[src/rtl/pt_walker_pkg.sv]
// Shared types and helpers for the page table walker.
// Assumes 32-bit table entries and 4 KiB pages.
package pt_walker_pkg;
    localparam int ENTRY_W  = 32;
    localparam int PAGE_OFS = 12;
    localparam int PPN_W    = ENTRY_W - 8;
    localparam int PA_W     = PPN_W + PAGE_OFS;
    localparam int FC_W     = 10;
    localparam int BIT_REF  = 5;
    localparam int BIT_MOD  = 6;

    typedef enum logic [1:0] {
        ET_INVALID = 2'd0,
        ET_PTR     = 2'd1,
        ET_LEAF    = 2'd2,
        ET_RSVD    = 2'd3
    } ent_type_e;

    typedef enum logic [1:0] {
        ST_IDLE  = 2'd0,
        ST_FETCH = 2'd1,
        ST_WBACK = 2'd2
    } st_e;

    localparam logic [2:0] FT_NONE    = 3'd0;
    localparam logic [2:0] FT_INVALID = 3'd1;
    localparam logic [2:0] FT_PROT    = 3'd2;
    localparam logic [2:0] FT_PRIV    = 3'd3;
    localparam logic [2:0] FT_BADTYPE = 3'd4;

    // Pack walk level and fault type into the reported code.
    function automatic logic [FC_W-1:0] mk_code(input logic [1:0] lvl, input logic [2:0] ft);
        return {lvl, 3'b000, ft, 2'b00};
    endfunction
endpackage

[src/rtl/pt_addr_gen.sv]
// Fetch address generator.
// In root mode it forms the context entry address from the pointer and the context.
// Otherwise it adds the base held in a pointer entry to the index taken from the
// virtual-address slice of the requested level.
// Assumes CTX_W < 32.
module pt_addr_gen #(
    parameter int CTX_W = 8
) (
    input  logic             root,
    input  logic [1:0]       lvl,
    input  logic [31:0]      entry,
    input  logic [19:0]      va_hi,
    input  logic [31:0]      ctp,
    input  logic [CTX_W-1:0] ctx,
    output logic [31:0]      addr
);
    localparam int PAD = 32 - CTX_W;

    logic [31:0] base;
    logic [31:0] idx;

    // Select the level's index slice and form the address.
    always_comb begin
        base = (entry & ~32'h3) << 4;
        case (lvl)
            2'd1:    idx = {22'd0, va_hi[19:12], 2'b00};
            2'd2:    idx = {24'd0, va_hi[11:6], 2'b00};
            2'd3:    idx = {24'd0, va_hi[5:0], 2'b00};
            default: idx = 32'd0;
        endcase
        if (root)
            addr = (ctp << 4) + ({{PAD{1'b0}}, ctx} << 4);
        else
            addr = base + idx;
    end
endmodule

[src/rtl/pt_perm_check.sv]
// Leaf permission check.
// Maps the 3-bit permission field and the access index to a fault type:
// 0 means allowed, 2 means protection, 3 means a user touching a supervisor-only page.
module pt_perm_check
    import pt_walker_pkg::*;
(
    input  logic [2:0] acc_field,
    input  logic [2:0] acc_idx,
    output logic [2:0] ftype
);
    logic wr, fx, sv;
    logic can_r, can_w, can_x;

    // Decode the granted rights and compare them with the request.
    always_comb begin
        wr = acc_idx[2];
        fx = acc_idx[1];
        sv = acc_idx[0];
        can_r = 1'b0;
        can_w = 1'b0;
        can_x = 1'b0;
        case (acc_field)
            3'd0: can_r = 1'b1;
            3'd1: begin can_r = 1'b1; can_w = 1'b1; end
            3'd2: begin can_r = 1'b1; can_x = 1'b1; end
            3'd3: begin can_r = 1'b1; can_w = 1'b1; can_x = 1'b1; end
            3'd4: can_x = 1'b1;
            3'd5: begin can_r = 1'b1; can_w = sv; end
            3'd6: begin can_r = sv; can_x = sv; end
            default: begin can_r = sv; can_w = sv; can_x = sv; end
        endcase
        ftype = FT_NONE;
        if (!sv && (acc_field[2:1] == 2'b11))
            ftype = FT_PRIV;
        else if ((wr && !can_w) || (fx && !can_x) || (!wr && !fx && !can_r))
            ftype = FT_PROT;
    end
endmodule

[src/rtl/pt_walker.sv]
// Three-level page table walker.
// It makes one memory access at a time. The request stays valid until mem_ack,
// and read data is taken from mem_rdata in the same cycle as mem_ack.
// Results hold from done until the next accepted start.
module pt_walker
    import pt_walker_pkg::*;
#(
    parameter int CTX_W = 8
) (
    input  logic             clk,
    input  logic             rst_n,
    input  logic             start,
    input  logic [31:0]      vaddr,
    input  logic [CTX_W-1:0] ctx,
    input  logic [31:0]      ctp,
    input  logic             acc_write,
    input  logic             acc_fetch,
    input  logic             acc_super,
    output logic             busy,
    output logic             done,
    output logic             fault,
    output logic [FC_W-1:0]  fault_code,
    output logic [2:0]       acc_idx,
    output logic [PA_W-1:0]  paddr,
    output logic             mem_req,
    output logic             mem_we,
    output logic [31:0]      mem_addr,
    output logic [31:0]      mem_wdata,
    input  logic             mem_ack,
    input  logic [31:0]      mem_rdata
);
    st_e         state_q;
    logic [1:0]  level_q;
    logic [31:0] addr_q;
    logic [31:0] wdata_q;
    logic [19:0] va_hi_q;
    logic [11:0] va_lo_q;
    logic [2:0]  acc_q;

    logic        idle;
    ent_type_e   etype;
    logic [1:0]  gen_lvl;
    logic [19:0] gen_va;
    logic [31:0] next_addr;
    logic [2:0]  perm_ft;
    logic [31:0] upd_entry;

    assign idle    = (state_q == ST_IDLE);
    assign etype   = ent_type_e'(mem_rdata[1:0]);
    assign gen_lvl = level_q + 2'd1;
    assign gen_va  = idle ? vaddr[31:12] : va_hi_q;

    pt_addr_gen #(.CTX_W(CTX_W)) u_addr (
        .root  (idle),
        .lvl   (gen_lvl),
        .entry (mem_rdata),
        .va_hi (gen_va),
        .ctp   (ctp),
        .ctx   (ctx),
        .addr  (next_addr)
    );

    pt_perm_check u_perm (
        .acc_field (mem_rdata[4:2]),
        .acc_idx   (acc_q),
        .ftype     (perm_ft)
    );

    // Status flag update applied to a permitted leaf.
    always_comb begin
        upd_entry = mem_rdata;
        upd_entry[BIT_REF] = 1'b1;
        if (acc_q[2])
            upd_entry[BIT_MOD] = 1'b1;
    end

    // Memory port and status outputs follow the state.
    assign busy       = !idle;
    assign mem_req    = (state_q == ST_FETCH) || (state_q == ST_WBACK);
    assign mem_we     = (state_q == ST_WBACK);
    assign mem_addr   = addr_q;
    assign mem_wdata  = wdata_q;
    assign acc_idx    = acc_q;

    // Walk sequencing, entry decode and result capture.
    always_ff @(posedge clk) begin
        if (!rst_n) begin
            state_q    <= ST_IDLE;
            level_q    <= 2'd0;
            addr_q     <= 32'd0;
            wdata_q    <= 32'd0;
            va_hi_q    <= 20'd0;
            va_lo_q    <= 12'd0;
            acc_q      <= 3'd0;
            done       <= 1'b0;
            fault      <= 1'b0;
            fault_code <= '0;
            paddr      <= '0;
        end else begin
            done <= 1'b0;
            case (state_q)
                ST_IDLE: begin
                    if (start) begin
                        va_hi_q    <= vaddr[31:12];
                        va_lo_q    <= vaddr[11:0];
                        acc_q      <= {acc_write, acc_fetch, acc_super};
                        addr_q     <= next_addr;
                        level_q    <= 2'd0;
                        fault      <= 1'b0;
                        fault_code <= '0;
                        paddr      <= '0;
                        state_q    <= ST_FETCH;
                    end
                end
                ST_FETCH: begin
                    if (mem_ack) begin
                        case (etype)
                            ET_PTR: begin
                                if (level_q == 2'd3) begin
                                    fault      <= 1'b1;
                                    fault_code <= mk_code(level_q, FT_BADTYPE);
                                    done       <= 1'b1;
                                    state_q    <= ST_IDLE;
                                end else begin
                                    addr_q  <= next_addr;
                                    level_q <= gen_lvl;
                                end
                            end
                            ET_LEAF: begin
                                if (level_q != 2'd3) begin
                                    fault      <= 1'b1;
                                    fault_code <= mk_code(level_q, FT_BADTYPE);
                                    done       <= 1'b1;
                                    state_q    <= ST_IDLE;
                                end else if (perm_ft != FT_NONE) begin
                                    fault      <= 1'b1;
                                    fault_code <= mk_code(level_q, perm_ft);
                                    done       <= 1'b1;
                                    state_q    <= ST_IDLE;
                                end else begin
                                    paddr <= {mem_rdata[31:8], va_lo_q};
                                    if (upd_entry != mem_rdata) begin
                                        wdata_q <= upd_entry;
                                        state_q <= ST_WBACK;
                                    end else begin
                                        done    <= 1'b1;
                                        state_q <= ST_IDLE;
                                    end
                                end
                            end
                            ET_RSVD: begin
                                fault      <= 1'b1;
                                fault_code <= mk_code(level_q, FT_BADTYPE);
                                done       <= 1'b1;
                                state_q    <= ST_IDLE;
                            end
                            default: begin
                                fault      <= 1'b1;
                                fault_code <= mk_code(level_q, FT_INVALID);
                                done       <= 1'b1;
                                state_q    <= ST_IDLE;
                            end
                        endcase
                    end
                end
                ST_WBACK: begin
                    if (mem_ack) begin
                        done    <= 1'b1;
                        state_q <= ST_IDLE;
                    end
                end
                default: state_q <= ST_IDLE;
            endcase
        end
    end
endmodule

[config.mk]
export PLATFORM = sky130hd
export DESIGN_NAME = pt_walker
export DESIGN_NICKNAME = d
export VERILOG_FILES = /design/src/rtl/pt_walker_pkg.sv /design/src/rtl/pt_addr_gen.sv /design/src/rtl/pt_perm_check.sv /design/src/rtl/pt_walker.sv
export SDC_FILE = /design/constraint.sdc
export NUM_CORES = 1
export LEC_CHECK = 0
export BUFFER_PORTS_ARGS = -buffer_cell sky130_fd_sc_hd__buf_2
export CAP_MARGIN = 20
export CORE_MARGIN = 5
export CORE_UTILIZATION = 55
export DETAILED_ROUTE_END_ITERATION = 8
export GPL_ROUTABILITY_DRIVEN = 0
export PLACE_DENSITY_LB_ADDON = 0.05
export SLEW_MARGIN = 10
export SYNTH_ARGS = -nofsm -noshare
export SYNTH_HDL_FRONTEND = slang
export SYNTH_SLANG_ARGS = --single-unit
[constraint.sdc]
create_clock -name clk -period 5.15 [get_ports clk]
set_input_delay 1.03 -clock clk [delete_from_list [all_inputs] [get_ports clk]]
set_output_delay 1.03 -clock clk [all_outputs]
set_load 0.03 [all_outputs]
* Word-level counts from Yosys, hierarchy flattened
Cells that the tools add are included.
Storage, ports and cells: bits in registers 151, output and inout bits 118, input port bits 111, word-level logic and storage cells 130
Cells by class: reductions and logical operators 30, bitwise gates (word level) 2, mux-type cells 56, add/subtract/negate cells 3, equality and inequality tests 28
Operators by type and width (count):
- $mux 36 | 5
- $mux 32 | 5
- $pmux 36 s2 | 1
- $pmux 32 s2 | 1
- $pmux 10 s3 | 2
- $mux 10 | 5
- $add 32x12->32 | 1
- $add 32x32->32 | 1
- $mux 2 | 12
- $mux 20 | 1
- $pmux 10 s2 | 1
- $eq 2x2->1 const B | 7
- $pmux 1 s2 | 7
- $mux 1 | 12
- $ne 2x2->1 const B | 6
- $reduce_and 6->1 | 2
- $reduce_and 5->1 | 2
- $eq 3x3->1 const B | 3
- $pmux 2 s2 | 2
- $logic_not 1->1 | 7
- $eq 2x1->1 const B | 3
- $eq 3x2->1 const B | 2
- $ne 2x1->1 const B | 3
- $pmux 2 s3 | 1
- 19 further kinds | 27

* Logic depth before layout (Yosys ltp)
depth in word-level cells 15, mapped depth 17, mapped depth without buffers 14

* Hierarchy
From an unflattened synthesis, not the netlist that was laid out.
Second synthesis, totals: cell total of the unflattened synthesis 884, area total of the unflattened synthesis 7522.2 um2
Modules (own cells, without submodules):
- pt_walker | cells each 629, sequential area each 2922.8 um2, area an instance 5675.4 um2, instances 1
- pt_addr_gen | cells each 245, sequential area each 0.0 um2, area an instance 1786.7 um2, instances 1
- pt_perm_check | cells each 10, sequential area each 0.0 um2, area an instance 60.1 um2, instances 1

* Worst setup path before layout
No wires, ideal clock.
path kind register to register, from register state_q[0], to register addr_q[26] (netlist: mem_addr[26]), setup time 122 ps, path buffers 2, path slack 1780 ps, stages on the path, launching flop included 17, clock period less this slack 3370 ps, data arrival time 3248 ps, data required time 5028 ps, cell sequence dfxtp_1 -> inv_1 -> ha_1 -> buf_4 -> buf_1 -> mux2_2 -> a222oi_1 -> nor2_1 -> ha_1 -> inv_1 -> fa_1 -> nor2b_1 -> o31ai_2 -> nor3_1 -> xnor2_1 -> nor2_1 -> a221o_1
On the way: word-level cells in the longest chain between the ends 9, elaborated cells on any way between the ends 17, classes of those cells add/sub: 1; eq/ne: 5; mux: 8; reduce/logical: 3
Ends and longest elaborated chain:
- start: declaration | RTL line pt_walker.sv:32 | st_e state_q;
- start signal: assignment | RTL line pt_walker.sv:88 | state_q <= ST_IDLE;
- start signal: assignment | RTL line pt_walker.sv:112 | state_q <= ST_FETCH;
- start signal: assignment | RTL line pt_walker.sv:123 | state_q <= ST_IDLE;
- $logic_not 2->1 | RTL line pt_walker.sv:48, pt_walker.sv:101
- $mux 20 | RTL line pt_walker.sv:51 | assign gen_va = idle ? vaddr[31:12] : va_hi_q;
- $pmux 10 s3 | RTL line pt_addr_gen.sv:25 | case (lvl)
- $add 32x32->32 | RTL line pt_addr_gen.sv:34 | addr = base + idx;
- $mux 32 | RTL line pt_addr_gen.sv:31 | if (root)
- $mux 32 | RTL line pt_walker.sv:119 | if (level_q == 2'd3) begin
- $mux 32 | RTL line pt_walker.sv:117 | case (etype)
- $mux 32 | RTL line pt_walker.sv:116 | if (mem_ack) begin
- $pmux 32 s2 | RTL line pt_walker.sv:101 | case (state_q)
- end signal: assignment | RTL line pt_walker.sv:107 | addr_q <= next_addr;
- end signal: assignment | RTL line pt_walker.sv:125 | addr_q <= next_addr;
- end: declaration | RTL line pt_walker.sv:34 | logic [31:0] addr_q;
Parallel ways exist; a longest one is shown, timed or not. The select of a mux whose other input is x is not followed. A chain may end at the register's enable or synchronous reset.

* Worst setup path after layout
from register state_q[0], to register addr_q[30] (netlist: mem_addr[30])
Same word-level chain as after synthesis.

==> results.md <==
* Clock transition at path regs at around 60 ps
* Syn_area_per_cell at 7.90 sq um
* WL final at a little over 20 mm
* Core area at 0.0127 sq mm
* Postcts setup bufs at 0
* GRT overflow at 0
* Status: complete, no violations
* Sinks on Clock Net at between 100 and 150
* Hold Crit Depth at 2
* Setup TNS at 0 ps
* FF-to-FF setup slack at 1620 ps
* Post-Synthesis Cell Area at 0.00720 sq mm
* Sequential cell area at 0.00288 sq mm
* # rows at between 40 and 50
* Largest fanout on the critical path at 22
* Worst EP arrival at 3830 ps
* GR peak layer: met2
* Count leader, synth: nand2_1
* Asr flop ratio synth at 0%
* Fin nets at ~1.2k
* Min-delay src: mem_wdata[20]
* Utilization after layout at a little over two thirds
* Initial core utilization at 56.6%
* Static Leak at just under 4 nW
* Top FF cell, synth: dfxtp_1
* Post-synth EDFFs at 0
* HPWL after DPL at roughly 15 mm
* Largest net degree at the start of global routing at 73
* Crit start category: register
* Antenna-violating nets left at 0
* Share of cells above drive strength 1 at 25.0%
* Unrepaired setup endpoints after global routing: no
* Area Overhead vs Synth at 23.8%
* Top achievable clock speed at approximately 0.28 GHz
* Antenna violations before repair at 2
* Max H-tree Level at 4
* Maxcap violations at 0
* CTS buffer count at 17
* Wire per inst at between 15 and 20 um
* Reg2reg path depth at 12
* Slew headroom at about a third
* Cell taking the most area after synthesis: dfxtp_1
* Fin crit period at about 3500 ps
* Max Slew Vio Count at 0
* # DRC at 0
* Hold Buf Count CTS at 0
* IO buf count at 217
* Post-cts sizing count at 0
* Library cells used by synthesis at 63
* M3 GR Usage at around 7.7%
* Worst stage delay on the critical path at 620 ps
* Slowest stage cell, crit path: o31ai_2
* Root Buffer: clkbuf_16
* Sequential element share of the synthesized area at ~40%
* Crit-path leading delay family: compound AO/OA/AOI/OAI gates
* Max Root-Sink Buffers at 2
* #FFs+latches synth at around 140
* Chip Width at around 120 um
* Worst path cell trace: inv_1 -> ha_1 -> buf_4 -> mux2_2 -> and3_1 -> ha_1 -> nor2b_1 -> o31ai_2 -> nor3_1 -> xnor2_1 -> nor2_1 -> a221o_1
* Reg2Reg Capture Point: mem_addr[30]
* # fillers at ~1.1k
* Worst slew pin tran at 973 ps
* # IOs at 229
* First-pass GRT wire length at ~33 mm
* Initial drt markers at 498
* Vias in the first global route at around 6.3k
* Die ar. at 0.0155 sq mm
* Fin. Hold Viols at 0
* Power per cell area at between 300 and 400 mW/mm^2
* Synth Instances at 912
* Worst EP required at about 5500 ps
* Worst skew pair latency at around 420 ps
* Met2 usage at about 40%
* Reg2reg start: state_q[0]
* # setup viols final at 0
* Min-delay worst type: register to register
* Most common library cells after synthesis: 177 x nand2_1, 144 x dfxtp_1, 92 x nand3_1
* CTS tree: done
* Crit share post-route at approximately two thirds
* Worst path most repeated cell: ha_1
* Met1 global-route usage at between 30 and 40%
* DR vias at around 7k
* Crit end category: register
* YS warnings at 0
* Top cell type's share of synthesized area at about two fifths
* Die Span Y at between 100 and 150 um
* Ranking of synthesized cells by area: dfxtp_1 40%, nand2_1 9.2%, nand3_1 6.4%
* Clk_skew at between 5 and 6 ps
* End of the worst hold path: mem_wdata[20]
* DR vias/cell at 5.54
* Crit path kind: register to register
* First-pass DRT Iterations at 5
* Area of the multi-input gates at 0.00394 sq mm
* Gr usage total at between 20 and 30%
* Worst VDD drop at roughly 0.23 mV
* Crit path buf inv count at 2
tightest hold or removal path, stage by stage (launching register included):
cell	delay, ps
dfxtp_1	300
nand2_1	50
a21oi_1	50
routing by layer:
| metal | wire [um] | vias up |
|---|---|---|
| met5 | 20 | - |
| met1 | 9460 | 3300 |
| met2 | 9290 | 262 |
| met4 | 289 | 2 |
| met3 | 1690 | 27 |
| li1 | - | 3519 |
sequential cells by signal, summed over array words and instances, names as in the netlist, 2 cells and up:
name and flops:
acc_idx 3, fault_code 5, level_q 2, mem_addr 30, mem_wdata 32, paddr 36, state_q 2, va_hi_q 20
va_lo_q 12
per-stage QoR:
stage	cells	cell area [sq um]	setup slack [ps]	power (mW)	hold slack (ps)
finish	1283	8920	1620	3.14	450
global route	1283	8920	1440	3.27	466
CTS	1281	8890	1640	3.14	451
detailed placement	1249	8280	1380	1.87	442
global placement	1249	8280	1400	1.86	439
floorplan	918	7220	1780	1.68	434
power by group:
| part | total [mW] | switching, mW | internal [mW] |
|---|---|---|---|
| clock network | 1.28 | 0.460 | 0.822 |
| logic | 0.641 | 0.434 | 0.207 |
| registers | 1.22 | 0.0370 | 1.18 |
worst max path at each step:
stage                     slack (ps)  depth (start not counted)        from            to
after floorplan                 1780                         16  state_q[0]  mem_addr[26]
after global placement          1400                         13   vaddr[16]  mem_addr[28]
final                           1620                         12  state_q[0]  mem_addr[30]
after detailed placement        1380                         13   vaddr[16]  mem_addr[30]
after global routing            1440                         12  state_q[1]  mem_addr[22]
after CTS                       1640                         12  state_q[0]  mem_addr[30]
final cells by class:
cell class / instances / area share, %
Antenna cell: 1 / 0.0281
Tap cell: 172 / 2.41
Clock inverter: 10 / 1.78
Sequential cell: 144 / 32.3
Inverter: 27 / 1.14
Multi-Input combinational cell: 681 / 44.1
Timing Repair Buffer: 226 / 13.1
Clock buffer: 22 / 5.09
cells by family (layout without fill, tap and decap cells):
logic type	after synthesis	count (layout)	share of synthesized area (%)
AND/OR/NAND/NOR	386	386	24.9
AO/OA/AOI/OAI	207	207	17.4
flip-flops	144	144	40.0
buffers and inverters	93	285	5.77
XOR/XNOR	45	45	5.47
adder cells (fa/ha/maj)	25	25	4.55
multiplexers	11	11	1.82
other	1	8	0.0521
placed cells by master (no fill, tap or decap), types with 5 or more instances in the layout:
cell / count
a222oi_1: 5
buf_4: 8
o221ai_1: 6
nand2_1: 177
clkbuf_16: 17
ha_1: 22
dfxtp_1: 144
a221o_1: 7
nor2_1: 45
a21oi_1: 87
and3_1: 6
a22o_1: 5
xnor2_1: 30
inv_1: 24
conb_1: 7
buf_2: 217
mux2_2: 7
nor2b_1: 6
nor3_1: 22
nand4_1: 7
o21ai_0: 52
a211oi_1: 8
nand2b_1: 5
xor2_1: 15
a21o_1: 8
nand3_1: 92
(Power assumes the default switching activity.)
